## src/rtl/chain_dma_pkg.sv

```systemverilog
package chain_dma_pkg;
  localparam int DirBit   = 1;
  localparam int SelLsb   = 5;
  localparam int SelW     = 4;
  localparam int FmtLsb   = 10;
  localparam int FmtW     = 3;
  localparam int StepLsb  = 14;
  localparam int StepW    = 4;
  localparam int EolBit   = 14;
  localparam int LinkW    = 14;
  localparam int NumWords = 7;
  localparam int IdxW     = 3;

  typedef struct packed {
    logic            loadPtr;
    logic            fetch;
    logic [IdxW-1:0] fetchIdx;
    logic            init;
    logic            step;
    logic            follow;
  } dmaCtl_t;
endpackage

```

## src/rtl/chain_dma_path.sv

```systemverilog
module chain_dma_path
  import chain_dma_pkg::*;
#(
  parameter int DATA_W = 24,
  parameter int ADDR_W = 16
) (
  input  logic              clk,
  input  logic              rstN,
  input  dmaCtl_t           ctl,
  input  logic [ADDR_W-1:0] nextAddr,
  output logic [ADDR_W-1:0] descAddr,
  input  logic [DATA_W-1:0] descRdData,
  output logic [ADDR_W-1:0] dspAddr,
  output logic [1:0]        memSel,
  output logic [ADDR_W-1:0] bufAddr,
  output logic [SelW-1:0]   bufSel,
  output logic [FmtW-1:0]   bufFmt,
  output logic              dirToBuf,
  output logic              skipXfer,
  output logic              lastSample,
  output logic              eolBit
);
  localparam int WLink = 0, WCtrl = 1, WCount = 2, WDsp = 3;
  localparam int WOff = 4, WBase = 5, WLim = 6;
  localparam logic [ADDR_W-1:0] YStart = ADDR_W'(16'h1800);
  localparam logic [ADDR_W-1:0] PStart = ADDR_W'(16'h2800);
  localparam logic [ADDR_W-1:0] PEnd   = ADDR_W'(16'h3800);

  logic [DATA_W-1:0] desc [NumWords];
  logic              capValid;
  logic [IdxW-1:0]   capIdx;
  logic [ADDR_W-1:0] descPtr, dspPtr, bufIdx, nextIdx;
  logic [DATA_W-1:0] remain;
  logic [ADDR_W-1:0] winBase, winLim;
  logic [StepW-1:0]  stride;
  logic [ADDR_W:0]   sumIdx;

  assign winBase  = desc[WBase][ADDR_W-1:0];
  assign winLim   = desc[WLim][ADDR_W-1:0];
  assign stride   = desc[WCtrl][StepLsb +: StepW];
  assign dirToBuf = desc[WCtrl][DirBit];
  assign bufSel   = desc[WCtrl][SelLsb +: SelW];
  assign bufFmt   = desc[WCtrl][FmtLsb +: FmtW];
  assign eolBit   = desc[WLink][EolBit];
  assign skipXfer = (desc[WCount] == '0) || (bufFmt == 3'd4) ||
                    (bufFmt == 3'd5) || (bufFmt == 3'd7);
  assign lastSample = (remain == DATA_W'(1));
  assign descAddr = descPtr + ADDR_W'(ctl.fetchIdx);
  assign dspAddr  = dspPtr;
  assign bufAddr  = bufIdx;

  always_comb begin
    if (dspPtr < YStart)      memSel = 2'd0;
    else if (dspPtr < PStart) memSel = 2'd1;
    else if (dspPtr < PEnd)   memSel = 2'd2;
    else                      memSel = 2'd3;
  end

  always_comb begin
    sumIdx = {1'b0, bufIdx} + (ADDR_W+1)'(stride);
    if (sumIdx > {1'b0, winLim})
      nextIdx = winBase + (sumIdx[ADDR_W-1:0] - winLim - ADDR_W'(1));
    else
      nextIdx = sumIdx[ADDR_W-1:0];
  end

  always_ff @(posedge clk or negedge rstN) begin
    if (!rstN) begin
      capValid <= 1'b0;
      capIdx   <= '0;
      for (int w = 0; w < NumWords; w++) desc[w] <= '0;
    end else begin
      capValid <= ctl.fetch;
      capIdx   <= ctl.fetchIdx;
      for (int w = 0; w < NumWords; w++)
        if (capValid && capIdx == IdxW'(w)) desc[w] <= descRdData;
    end
  end

  always_ff @(posedge clk or negedge rstN) begin
    if (!rstN) begin
      descPtr <= '0;
      dspPtr  <= '0;
      bufIdx  <= '0;
      remain  <= '0;
    end else begin
      if (ctl.loadPtr)     descPtr <= nextAddr;
      else if (ctl.follow) descPtr <= ADDR_W'(desc[WLink][LinkW-1:0]);
      if (ctl.init) begin
        bufIdx <= winBase + desc[WOff][ADDR_W-1:0];
        dspPtr <= desc[WDsp][ADDR_W-1:0];
        remain <= desc[WCount];
      end else if (ctl.step) begin
        bufIdx <= nextIdx;
        dspPtr <= dspPtr + ADDR_W'(1);
        remain <= remain - DATA_W'(1);
      end
    end
  end

  // DSP pointer advances by exactly one per moved sample
  a_r6_dsp_step: assert property (@(posedge clk) disable iff (!rstN)
    ctl.step |=> dspPtr == $past(dspPtr) + ADDR_W'(1));
  // a sample access never leaves the descriptor's window
  a_r5_in_window: assert property (@(posedge clk) disable iff (!rstN)
    (ctl.step && winBase <= winLim) |-> (bufIdx >= winBase && bufIdx <= winLim));
  // following a link loads link bits 13:0 as the next pointer
  a_r3_follow_link: assert property (@(posedge clk) disable iff (!rstN)
    ctl.follow |=> descPtr == ADDR_W'($past(desc[WLink][LinkW-1:0])));
endmodule

```

## src/rtl/chain_dma_ctrl.sv

```systemverilog
module chain_dma_ctrl
  import chain_dma_pkg::*;
#(
  parameter int DATA_W = 24,
  parameter int ADDR_W = 16,
  parameter int REG_AW = 24,
  parameter logic [REG_AW-1:0] NEXT_ADDR  = 24'hFFFFD4,
  parameter logic [REG_AW-1:0] START_ADDR = 24'hFFFFD5,
  parameter logic [REG_AW-1:0] CTRL_ADDR  = 24'hFFFFD6,
  parameter logic [REG_AW-1:0] STAT_ADDR  = 24'hFFFFC5
) (
  input  logic              clk,
  input  logic              rstN,
  input  logic              regWrEn,
  input  logic [REG_AW-1:0] regAddr,
  input  logic [DATA_W-1:0] regWrData,
  output logic [DATA_W-1:0] regRdData,
  input  logic              skipXfer,
  input  logic              lastSample,
  input  logic              eolBit,
  output dmaCtl_t           ctl,
  output logic [ADDR_W-1:0] nextAddr,
  output logic              xferRd,
  output logic              xferWr,
  output logic              busy,
  output logic              irq
);
  typedef enum logic [2:0] {
    S_IDLE, S_FETCH, S_FLUSH, S_SETUP, S_RD, S_WR, S_DONE
  } state_t;

  state_t          state, stateNxt;
  logic [IdxW-1:0] fetchCnt;
  logic            statusEol;
  logic            startReq, clearReq, setEol;

  assign busy     = (state != S_IDLE);
  assign irq      = statusEol;
  assign startReq = regWrEn && regAddr == START_ADDR && regWrData[0];
  assign clearReq = regWrEn && regAddr == STAT_ADDR && regWrData[7];
  assign setEol   = (state == S_DONE) && eolBit;
  assign xferRd   = (state == S_RD);
  assign xferWr   = (state == S_WR);

  always_comb begin
    stateNxt = state;
    ctl      = '0;
    ctl.fetchIdx = fetchCnt;
    unique case (state)
      S_IDLE:  if (startReq) begin ctl.loadPtr = 1'b1; stateNxt = S_FETCH; end
      S_FETCH: begin
        ctl.fetch = 1'b1;
        if (fetchCnt == IdxW'(NumWords - 1)) stateNxt = S_FLUSH;
      end
      S_FLUSH: stateNxt = S_SETUP;
      S_SETUP: begin
        ctl.init = 1'b1;
        stateNxt = skipXfer ? S_DONE : S_RD;
      end
      S_RD:    stateNxt = S_WR;
      S_WR: begin
        ctl.step = 1'b1;
        stateNxt = lastSample ? S_DONE : S_RD;
      end
      S_DONE: begin
        if (eolBit) stateNxt = S_IDLE;
        else begin ctl.follow = 1'b1; stateNxt = S_FETCH; end
      end
      default: stateNxt = S_IDLE;
    endcase
  end

  always_ff @(posedge clk or negedge rstN) begin
    if (!rstN) begin
      state     <= S_IDLE;
      fetchCnt  <= '0;
      statusEol <= 1'b0;
      nextAddr  <= '0;
    end else begin
      state <= stateNxt;
      fetchCnt <= (state == S_FETCH && fetchCnt != IdxW'(NumWords - 1)) ?
                  fetchCnt + IdxW'(1) : '0;
      if (setEol)        statusEol <= 1'b1;
      else if (clearReq) statusEol <= 1'b0;
      if (regWrEn && regAddr == NEXT_ADDR) nextAddr <= regWrData[ADDR_W-1:0];
    end
  end

  always_comb begin
    regRdData = '0;
    if (regAddr == NEXT_ADDR)      regRdData = DATA_W'(nextAddr);
    else if (regAddr == CTRL_ADDR) regRdData = DATA_W'(busy);
    else if (regAddr == STAT_ADDR) regRdData = DATA_W'({statusEol, 7'b0});
  end

  // completion of the last block always leaves the status bit set
  a_r9_eol_set: assert property (@(posedge clk) disable iff (!rstN)
    setEol |=> statusEol);
  // busy only drops when the end-of-list block completes
  a_r2_busy_hold: assert property (@(posedge clk) disable iff (!rstN)
    (busy && !setEol) |=> busy);
  // a skipped descriptor goes straight to completion
  a_r8_skip_direct: assert property (@(posedge clk) disable iff (!rstN)
    (state == S_SETUP && skipXfer) |=> (state == S_DONE));
  // every source read is followed by a destination write
  a_r4_rd_then_wr: assert property (@(posedge clk) disable iff (!rstN)
    xferRd |=> xferWr);
endmodule

```

## src/rtl/chain_dma.sv

```systemverilog
module chain_dma
  import chain_dma_pkg::*;
#(
  parameter int DATA_W = 24,
  parameter int ADDR_W = 16,
  parameter int REG_AW = 24
) (
  input  logic              clk,
  input  logic              rstN,
  input  logic              regWrEn,
  input  logic [REG_AW-1:0] regAddr,
  input  logic [DATA_W-1:0] regWrData,
  output logic [DATA_W-1:0] regRdData,
  output logic [ADDR_W-1:0] descAddr,
  output logic              descRdEn,
  input  logic [DATA_W-1:0] descRdData,
  output logic [ADDR_W-1:0] dspAddr,
  output logic [1:0]        memSel,
  output logic              dspRdEn,
  output logic              dspWrEn,
  input  logic [DATA_W-1:0] dspRdData,
  output logic [DATA_W-1:0] dspWrData,
  output logic [ADDR_W-1:0] bufAddr,
  output logic [3:0]        bufSel,
  output logic [2:0]        bufFmt,
  output logic              bufRdEn,
  output logic              bufWrEn,
  input  logic [DATA_W-1:0] bufRdData,
  output logic [DATA_W-1:0] bufWrData,
  output logic              busy,
  output logic              irq
);
  dmaCtl_t           ctl;
  logic [ADDR_W-1:0] nextAddr;
  logic              xferRd, xferWr, dirToBuf, skipXfer, lastSample, eolBit;

  chain_dma_ctrl #(.DATA_W(DATA_W), .ADDR_W(ADDR_W), .REG_AW(REG_AW)) u_ctrl (
    .clk(clk), .rstN(rstN), .regWrEn(regWrEn), .regAddr(regAddr),
    .regWrData(regWrData), .regRdData(regRdData), .skipXfer(skipXfer),
    .lastSample(lastSample), .eolBit(eolBit), .ctl(ctl), .nextAddr(nextAddr),
    .xferRd(xferRd), .xferWr(xferWr), .busy(busy), .irq(irq));

  chain_dma_path #(.DATA_W(DATA_W), .ADDR_W(ADDR_W)) u_path (
    .clk(clk), .rstN(rstN), .ctl(ctl), .nextAddr(nextAddr),
    .descAddr(descAddr), .descRdData(descRdData), .dspAddr(dspAddr),
    .memSel(memSel), .bufAddr(bufAddr), .bufSel(bufSel), .bufFmt(bufFmt),
    .dirToBuf(dirToBuf), .skipXfer(skipXfer), .lastSample(lastSample),
    .eolBit(eolBit));

  assign descRdEn  = ctl.fetch;
  assign dspRdEn   = xferRd && dirToBuf;
  assign bufRdEn   = xferRd && !dirToBuf;
  assign dspWrEn   = xferWr && !dirToBuf;
  assign bufWrEn   = xferWr && dirToBuf;
  assign dspWrData = bufRdData;
  assign bufWrData = dspRdData;

  // at most one destination written per cycle
  a_r4_one_write: assert property (@(posedge clk) disable iff (!rstN)
    $onehot0({dspWrEn, bufWrEn}));
endmodule

```

## config.mk

```make
export PLATFORM = sky130hd
export DESIGN_NAME = chain_dma
export DESIGN_NICKNAME = d
export VERILOG_FILES = /design/src/rtl/chain_dma_pkg.sv /design/src/rtl/chain_dma_path.sv /design/src/rtl/chain_dma_ctrl.sv /design/src/rtl/chain_dma.sv
export SDC_FILE = /design/constraint.sdc
export NUM_CORES = 1
export LEC_CHECK = 0
export CAP_MARGIN = 20
export CORE_ASPECT_RATIO = 0.6
export CORE_MARGIN = 3
export CORE_UTILIZATION = 35
export DETAILED_ROUTE_END_ITERATION = 8
export PLACE_DENSITY = 0.64
export SYNTH_ARGS = -nofsm -noshare
export SYNTH_HDL_FRONTEND = slang
export SYNTH_SLANG_ARGS = --single-unit
```

## constraint.sdc

```tcl
create_clock -name clk -period 5.6 [get_ports clk]
set_clock_uncertainty 0.1 [all_clocks]
set_input_delay 1.12 -clock clk [delete_from_list [all_inputs] [get_ports clk]]
set_output_delay 1.12 -clock clk [all_outputs]
set_load 0.01 [all_outputs]
```

# Word level (Yosys, flattened, before mapping)
# Index checks and enable logic that the tools add are counted.
# Widths: inputs -> output; s select.
dict set report word_totals {
  ff_bits 220
  in_bits 123
  out_inout_bits 136
  elab_cells 115
}
dict set report classes {
  n_addsub 9
  magnitude_cmp 4
  n_eq_ne 24
  mux 31
  n_reduce_logical 30
}
# cell count
set ops {}
lappend ops {{$mux 16} 7}
lappend ops {{$eq 24x24->1 const B} 4}
lappend ops {{$mux 24} 4}
lappend ops {{$add 16x16->16} 2}
lappend ops {{$lt 16x14->1 const B} 2}
lappend ops {{$eq 3x3->1 const B} 10}
lappend ops {{$eq 24x1->1 const B} 1}
lappend ops {{$logic_not 24->1} 1}
lappend ops {{$sub 24x1->24 const B} 1}
lappend ops {{$pmux 3 s7} 1}
lappend ops {{$logic_and 1x1->1} 18}
lappend ops {{$add 16x4->17} 1}
lappend ops {{$gt 17x16->1} 1}
lappend ops {{$add 16x1->16 const B} 1}
lappend ops {{$add 16x3->16} 1}
lappend ops {{$lt 16x13->1 const B} 1}
lappend ops {{$sub 16x1->16 const B} 1}
lappend ops {{$sub 16x16->16} 1}
lappend ops {{$eq 3x2->1 const B} 4}
lappend ops {{$mux 1} 11}
lappend ops {{$mux 3} 3}
lappend ops {{$mux 2} 4}
lappend ops {{$mux 8} 1}
lappend ops {{$eq 3x1->1 const B} 2}
lappend ops {{9 further kinds} 15}

# Longest topological paths before layout
# Gate-level depths: netlist of the first run.
dict set report depth {
  ltp_word 7
  depth_mapped 18
  depth_no_buf 17
}

# Modules after synthesis
# A second synthesis of the first run with hierarchy kept.
dict set report hier_totals {
  hier_cells 1228
  area_unflattened_um2 12858.6
}
# module instances cells_per_inst area_each_um2 seq_area_each_um2
set modules_own_cells {}
lappend modules_own_cells {chain_dma_path 1 1048 11120.7 4779.6}
lappend modules_own_cells {chain_dma_ctrl 1 128 1352.5 575.6}
lappend modules_own_cells {chain_dma 1 52 385.4 0.0}

# Worst setup path before layout of the first run
# OpenSTA, ideal clock, no wires.
dict set report synth_path {
  path_kind {register to register}
  start {reg u_path.bufIdx[0], in the netlist u_path.bufAddr[0]}
  end {reg u_path.bufIdx[15], in the netlist u_path.bufAddr[15]}
  setup_time_ns 0.094
  arrival_ns 3.991
  required_time_ns 5.406
  setup_slack_ns 1.415
  stages_incl_launch_ff 16
  path_buffers 0
  synth_period_minus_slack_ns 4.185
  cell_sequence {dfrtp_1 -> ha_1 -> fa_1 -> a21o_1 -> a21oi_1 -> xnor2_1 -> fa_1 -> ha_1 -> o21a_1 -> o31a_1 -> o41ai_1 -> a311oi_1 -> o31ai_1 -> a21o_1 -> a31oi_1 -> a221oi_2}
}
dict set report synth_between {
  elab_chain_cells 7
  elab_cells_between_ends 8
  classes_between {add/sub (4); order compare (1); mux (3)}
}
# element line
set synth_lines {}
lappend synth_lines {{start: declaration} chain_dma_path.sv:32} ;# logic [ADDR_W-1:0] descPtr, dspPtr, bufIdx, nextIdx;
lappend synth_lines {{start signal: assignment} chain_dma_path.sv:90} ;# bufIdx <= winBase + desc[WOff][ADDR_W-1:0];
lappend synth_lines {{start signal: assignment} chain_dma_path.sv:94} ;# bufIdx <= nextIdx;
lappend synth_lines {{$add 16x4->17 (*)} chain_dma_path.sv:60} ;# sumIdx = {1'b0, bufIdx} + (ADDR_W+1)'(stride);
lappend synth_lines {{$sub 16x16->16} chain_dma_path.sv:62} ;# nextIdx = winBase + (sumIdx[ADDR_W-1:0] - winLim - ADDR_W'(1));
lappend synth_lines {{$sub 16x1->16} chain_dma_path.sv:62}
lappend synth_lines {{$add 16x16->16} chain_dma_path.sv:62}
lappend synth_lines {{$mux 16 (*)} chain_dma_path.sv:61} ;# if (sumIdx > {1'b0, winLim})
lappend synth_lines {{$mux 16 (*)} chain_dma_path.sv:93} ;# end else if (ctl.step) begin
lappend synth_lines {{$mux 16 (*)} chain_dma_path.sv:89} ;# if (ctl.init) begin
# Every way passes the cells marked *; elsewhere a longest branch is shown, timed or not. The select of a mux whose other input is x is not followed.
# A chain may end at the register's enable or synchronous reset.

# Worst setup path in the final report of the first run
dict set report layout_path {
  start {in regAddr[3]}
  end {out regRdData[7]}
}
dict set report layout_between {
  elab_chain_cells 4
  elab_cells_between_ends 6
  classes_between {eq/ne (3); mux (3)}
}
# element line
set layout_lines {}
lappend layout_lines {{start: declaration} chain_dma.sv:11} ;# input logic [REG_AW-1:0] regAddr,
lappend layout_lines {{$eq 24x24->1} chain_dma_ctrl.sv:93} ;# else if (regAddr == STAT_ADDR) regRdData = DATA_W'({statusEol, 7'b0});
lappend layout_lines {{$mux 8} chain_dma_ctrl.sv:93}
lappend layout_lines {{$mux 24} chain_dma_ctrl.sv:92} ;# else if (regAddr == CTRL_ADDR) regRdData = DATA_W'(busy);
lappend layout_lines {{$mux 24 (*)} chain_dma_ctrl.sv:91} ;# if (regAddr == NEXT_ADDR) regRdData = DATA_W'(nextAddr);
lappend layout_lines {{end: declaration} chain_dma.sv:13} ;# output logic [DATA_W-1:0] regRdData,
# Every way passes the cells marked *; elsewhere a longest branch is shown, timed or not.

==> results of run 1 <==
[routing by layer]
metal / part of all wire, % / vias up / track usage [%] / wire [um]
met1: 51 / 4803 / 28.4 / 18000
met3: 7.7 / 29 / 5.05 / 2710
li1: - / 4414 / - / -
met5: 0 / - / 0 / 0
met4: 1.1 / 0 / 2.34 / 380
met2: 40 / 301 / 25.0 / 13900
[state kept, by name, indices dropped and copies added (netlist names)]
signal           count
u_path.remain       24
u_path.capIdx        3
u_ctrl.nextAddr     16
u_path.eolBit        1
u_path.bufFmt        3
u_ctrl.state         3
u_path.bufAddr      16
u_ctrl.fetchCnt      3
u_path.descPtr      16
u_ctrl.irq           1
u_path.capValid      1
u_path.bufSel        4
u_path.dirToBuf      1
u_path.dspAddr      16
u_path.desc        106
[Yosys cell counts, types with 8 or more instances]
library cell                 n
sky130_fd_sc_hd__nor2_1     67
sky130_fd_sc_hd__a21o_1     14
sky130_fd_sc_hd__nand2b_1   15
sky130_fd_sc_hd__a31oi_1     9
sky130_fd_sc_hd__a22oi_1    22
sky130_fd_sc_hd__nor4_1     12
sky130_fd_sc_hd__nor3_1     25
sky130_fd_sc_hd__o211ai_1    8
sky130_fd_sc_hd__a21oi_1    32
sky130_fd_sc_hd__fa_1       19
sky130_fd_sc_hd__mux2_2    130
sky130_fd_sc_hd__xnor2_1    42
sky130_fd_sc_hd__xor2_1     13
sky130_fd_sc_hd__ha_1       58
sky130_fd_sc_hd__clkbuf_1   37
sky130_fd_sc_hd__nor3b_1    10
sky130_fd_sc_hd__nand4_1    14
sky130_fd_sc_hd__and2_1     16
sky130_fd_sc_hd__nand3_1    19
sky130_fd_sc_hd__o21ai_0    63
sky130_fd_sc_hd__a221o_1    20
sky130_fd_sc_hd__nand2_1   104
sky130_fd_sc_hd__buf_4      64
sky130_fd_sc_hd__and3_1     11
sky130_fd_sc_hd__inv_1      48
sky130_fd_sc_hd__dfrtp_1   214
sky130_fd_sc_hd__mux2i_1    10
[stage by stage]
step	area, um2	util [%]	total power [mW]	hold slack [ps]
floorplan	12600	-	5.46	317
global placement	14200	40.3	6.80	357
detailed placement	14200	40.3	6.92	354
CTS	15000	42.6	8.58	362
global route	15000	42.7	9.24	375
finish	15000	42.7	8.62	360
[power groups by stage]
| stage | Sequential [mW] | Combinational [mW] | Clock, mW |
|---|---|---|---|
| 2_1_floorplan | 2.51 | 2.95 | 0 |
| 3_3_place_gp | 2.66 | 4.14 | 0 |
| 3_5_place_dp | 2.68 | 4.24 | 0 |
| 4_1_cts | 2.66 | 4.28 | 1.65 |
| 5_1_grt | 2.75 | 4.77 | 1.72 |
| 6_report | 2.67 | 4.34 | 1.61 |
[path summary, 6_finish.rpt]
check	start	to	slack (ps)	depth (start not counted)
max in group asynchronous	rstN	u_path.desc[0]	3720	2
hold reg to reg	u_ctrl.fetchCnt[2]	u_path.capIdx[2]	360	0
setup reg to reg	u_path.bufAddr[0]	u_path.bufAddr[15]	960	17
setup / recovery	regAddr[3]	regRdData[7]	610	7
min in group asynchronous	rstN	u_path.bufFmt[0]	650	1
hold / removal	u_ctrl.fetchCnt[2]	u_path.capIdx[2]	360	0
[critical path, stage by stage]
cell and delay, ps:
sky130_fd_sc_hd__clkdlybuf4s50_1 410, sky130_fd_sc_hd__and4bb_2 290, sky130_fd_sc_hd__nand3_1 100, sky130_fd_sc_hd__or4_4 580, sky130_fd_sc_hd__nor3_4 500, sky130_fd_sc_hd__a22o_1 240, sky130_fd_sc_hd__clkdlybuf4s50_1 540
[layout make-up]
class / instances / area, um2 / share of cell area [%]
Timing Repair Buffer: 165 / 1640 / 10.9
Inverter: 48 / 180 / 1.20
Multi-Input combinational cell: 836 / 6480 / 43.1
Clock inverter: 8 / 145 / 0.966
Sequential cell: 214 / 5360 / 35.6
Tap cell: 467 / 584 / 3.89
Antenna cell: 1 / 2.50 / 0.0166
Clock buffer: 29 / 648 / 4.31
[cell families after synthesis]
logic type	synth area share, %
multiplexers	12.4
buffers and inverters	6.58
adder cells (fa/ha/maj)	8.78
other	0.0298
XOR/XNOR	3.83
AND/OR/NAND/NOR	13.5
flip-flops	42.5
AO/OA/AOI/OAI	12.3
==> qor.yml, run 1 <==
status: "finished clean"
power_frac_comb_pct: 50.3
yosys_top_cell_area_share_pct: 42.5
route.antenna.remaining_nets: 0
final_nets: 1487
syn-mean-instance-area_um2: 10.5
cellPowerDensity_nw_per_um2: 573
switching_share_pct: 40.3
timing.critical_path.arrival_ps: 3770
dp.cells: 1727
clk-insertion-delay-late_ps: 510
synth-main-ff-cell: "sky130_fd_sc_hd__dfrtp_1"
synth.yosys.seq_area_share_pct: 42.5
coreArea_um2: 35200
worstSetupStartpointType: "input pin"
post-route-worst-setup-slack_ps: 607
ys_ff_latch: 214
vias_in_the_first_global_route: 9323
cp.required_ps: 4380
global_route_wire_length_before_repair_mm: 55.0
dp.final_hpwl_mm: 25.9
cts_htree_levels: 1
tritoncts: "done"
die_height_um: 153
worstHoldPathType: "flop to flop"
switching_component_of_the_power_mw: 3.47
drt_iter0_drc: 821
timing.final.setup_violations: 0
yosys.area.top_type: "sky130_fd_sc_hd__dfrtp_1"
detail_route.first_pass.iterations: 5
clk_transition_reported_paths_ps: 60
drv_cap: 0
cts-buffers-inserted: 22
core.rowCount: 53
routabilityCongestion: 0.854
grt_antenna_before_repair: 0
summed_instance_area_of_the_synthesized_netlist_um2: 12600
pwr-share-seq_pct: 31.0
cts-root-buf: "sky130_fd_sc_hd__clkbuf_16"
power_report.internal_total_mw: 5.14
track_usage_pct: 18.1
synth.top_cells.by_area: "sky130_fd_sc_hd__dfrtp_1, sky130_fd_sc_hd__mux2_2, sky130_fd_sc_hd__ha_1"
timing.max_slew.rel_slack_pct: 28.3
post_layout_nonfiller_instances: 1768
synth-async-reset-ratio_pct: 100
drc: 0
flow.area_growth_from_synthesis_pct: 19.4
path_max_fanout: 16
layout_common_cells: "sky130_fd_sc_hd__dfrtp_1, sky130_fd_sc_hd__clkdlybuf4s50_1, sky130_fd_sc_hd__mux2_2, sky130_fd_sc_hd__nand2_1, sky130_fd_sc_hd__nor2_1"
endpoint_kind: "primary output"
largest_net_degree_at_the_start_of_global_routing: 129
cts_sinks: 214
floorplan.initialDensity_pct: 35.8
maxClockFrequency_mhz: 200
final_hold_viol_count: 0
overflow: 0
power.leakage_nw: 6.38
clock_buffer_depth: 3
totalNegativeSetupSlack_ps: 0
worst-slew-pin-transition_ps: 1070
die_w_um: 251
yosys_warnings: 0
part_of_the_cycle_the_worst_path_needs_pct: 89.2
wl_per_cell_um: 19.8
fillerInstances: 3326
dieArea_um2: 38400
route.final.wire_length_mm: 35.0
via_count: 9547
fraction_of_final_layout_cells_sized_beyond_drive_strength_1_pct: 16.4
clkPwrFrac_pct: 18.7
critical_path_class: "input pin to primary output"
synth_edf_count: 0
port_buffers: 146
synthesis.instances: 1197
count_of_different_cell_masters_after_synthesis: 76
ioPinCount: 259
layout_min_cycle_time_ps: 4990
cts_setup_buffers: 0
via_per_inst: 5.40
holdBufCountCts: 0
post-place-ws_ps: 589
post_cts_resize_count: 0
finalMaxSlewViolations: 0
grt_setup_unrepaired: "no"
commonest_non_fill_non_tap_cell_in_the_layout: "sky130_fd_sc_hd__dfrtp_1"
vdd_drop_max_uv: 342
Note: power is estimated with default switching activity, not from simulation.
==> inputs of run 2 (changes only) <==
- CTS_CLUSTER_SIZE: default -> 20
- GPL_ROUTABILITY_DRIVEN: default -> 0
==> results of run 2 <==
Final layout, timing and power as in run 1 (identical DEF).
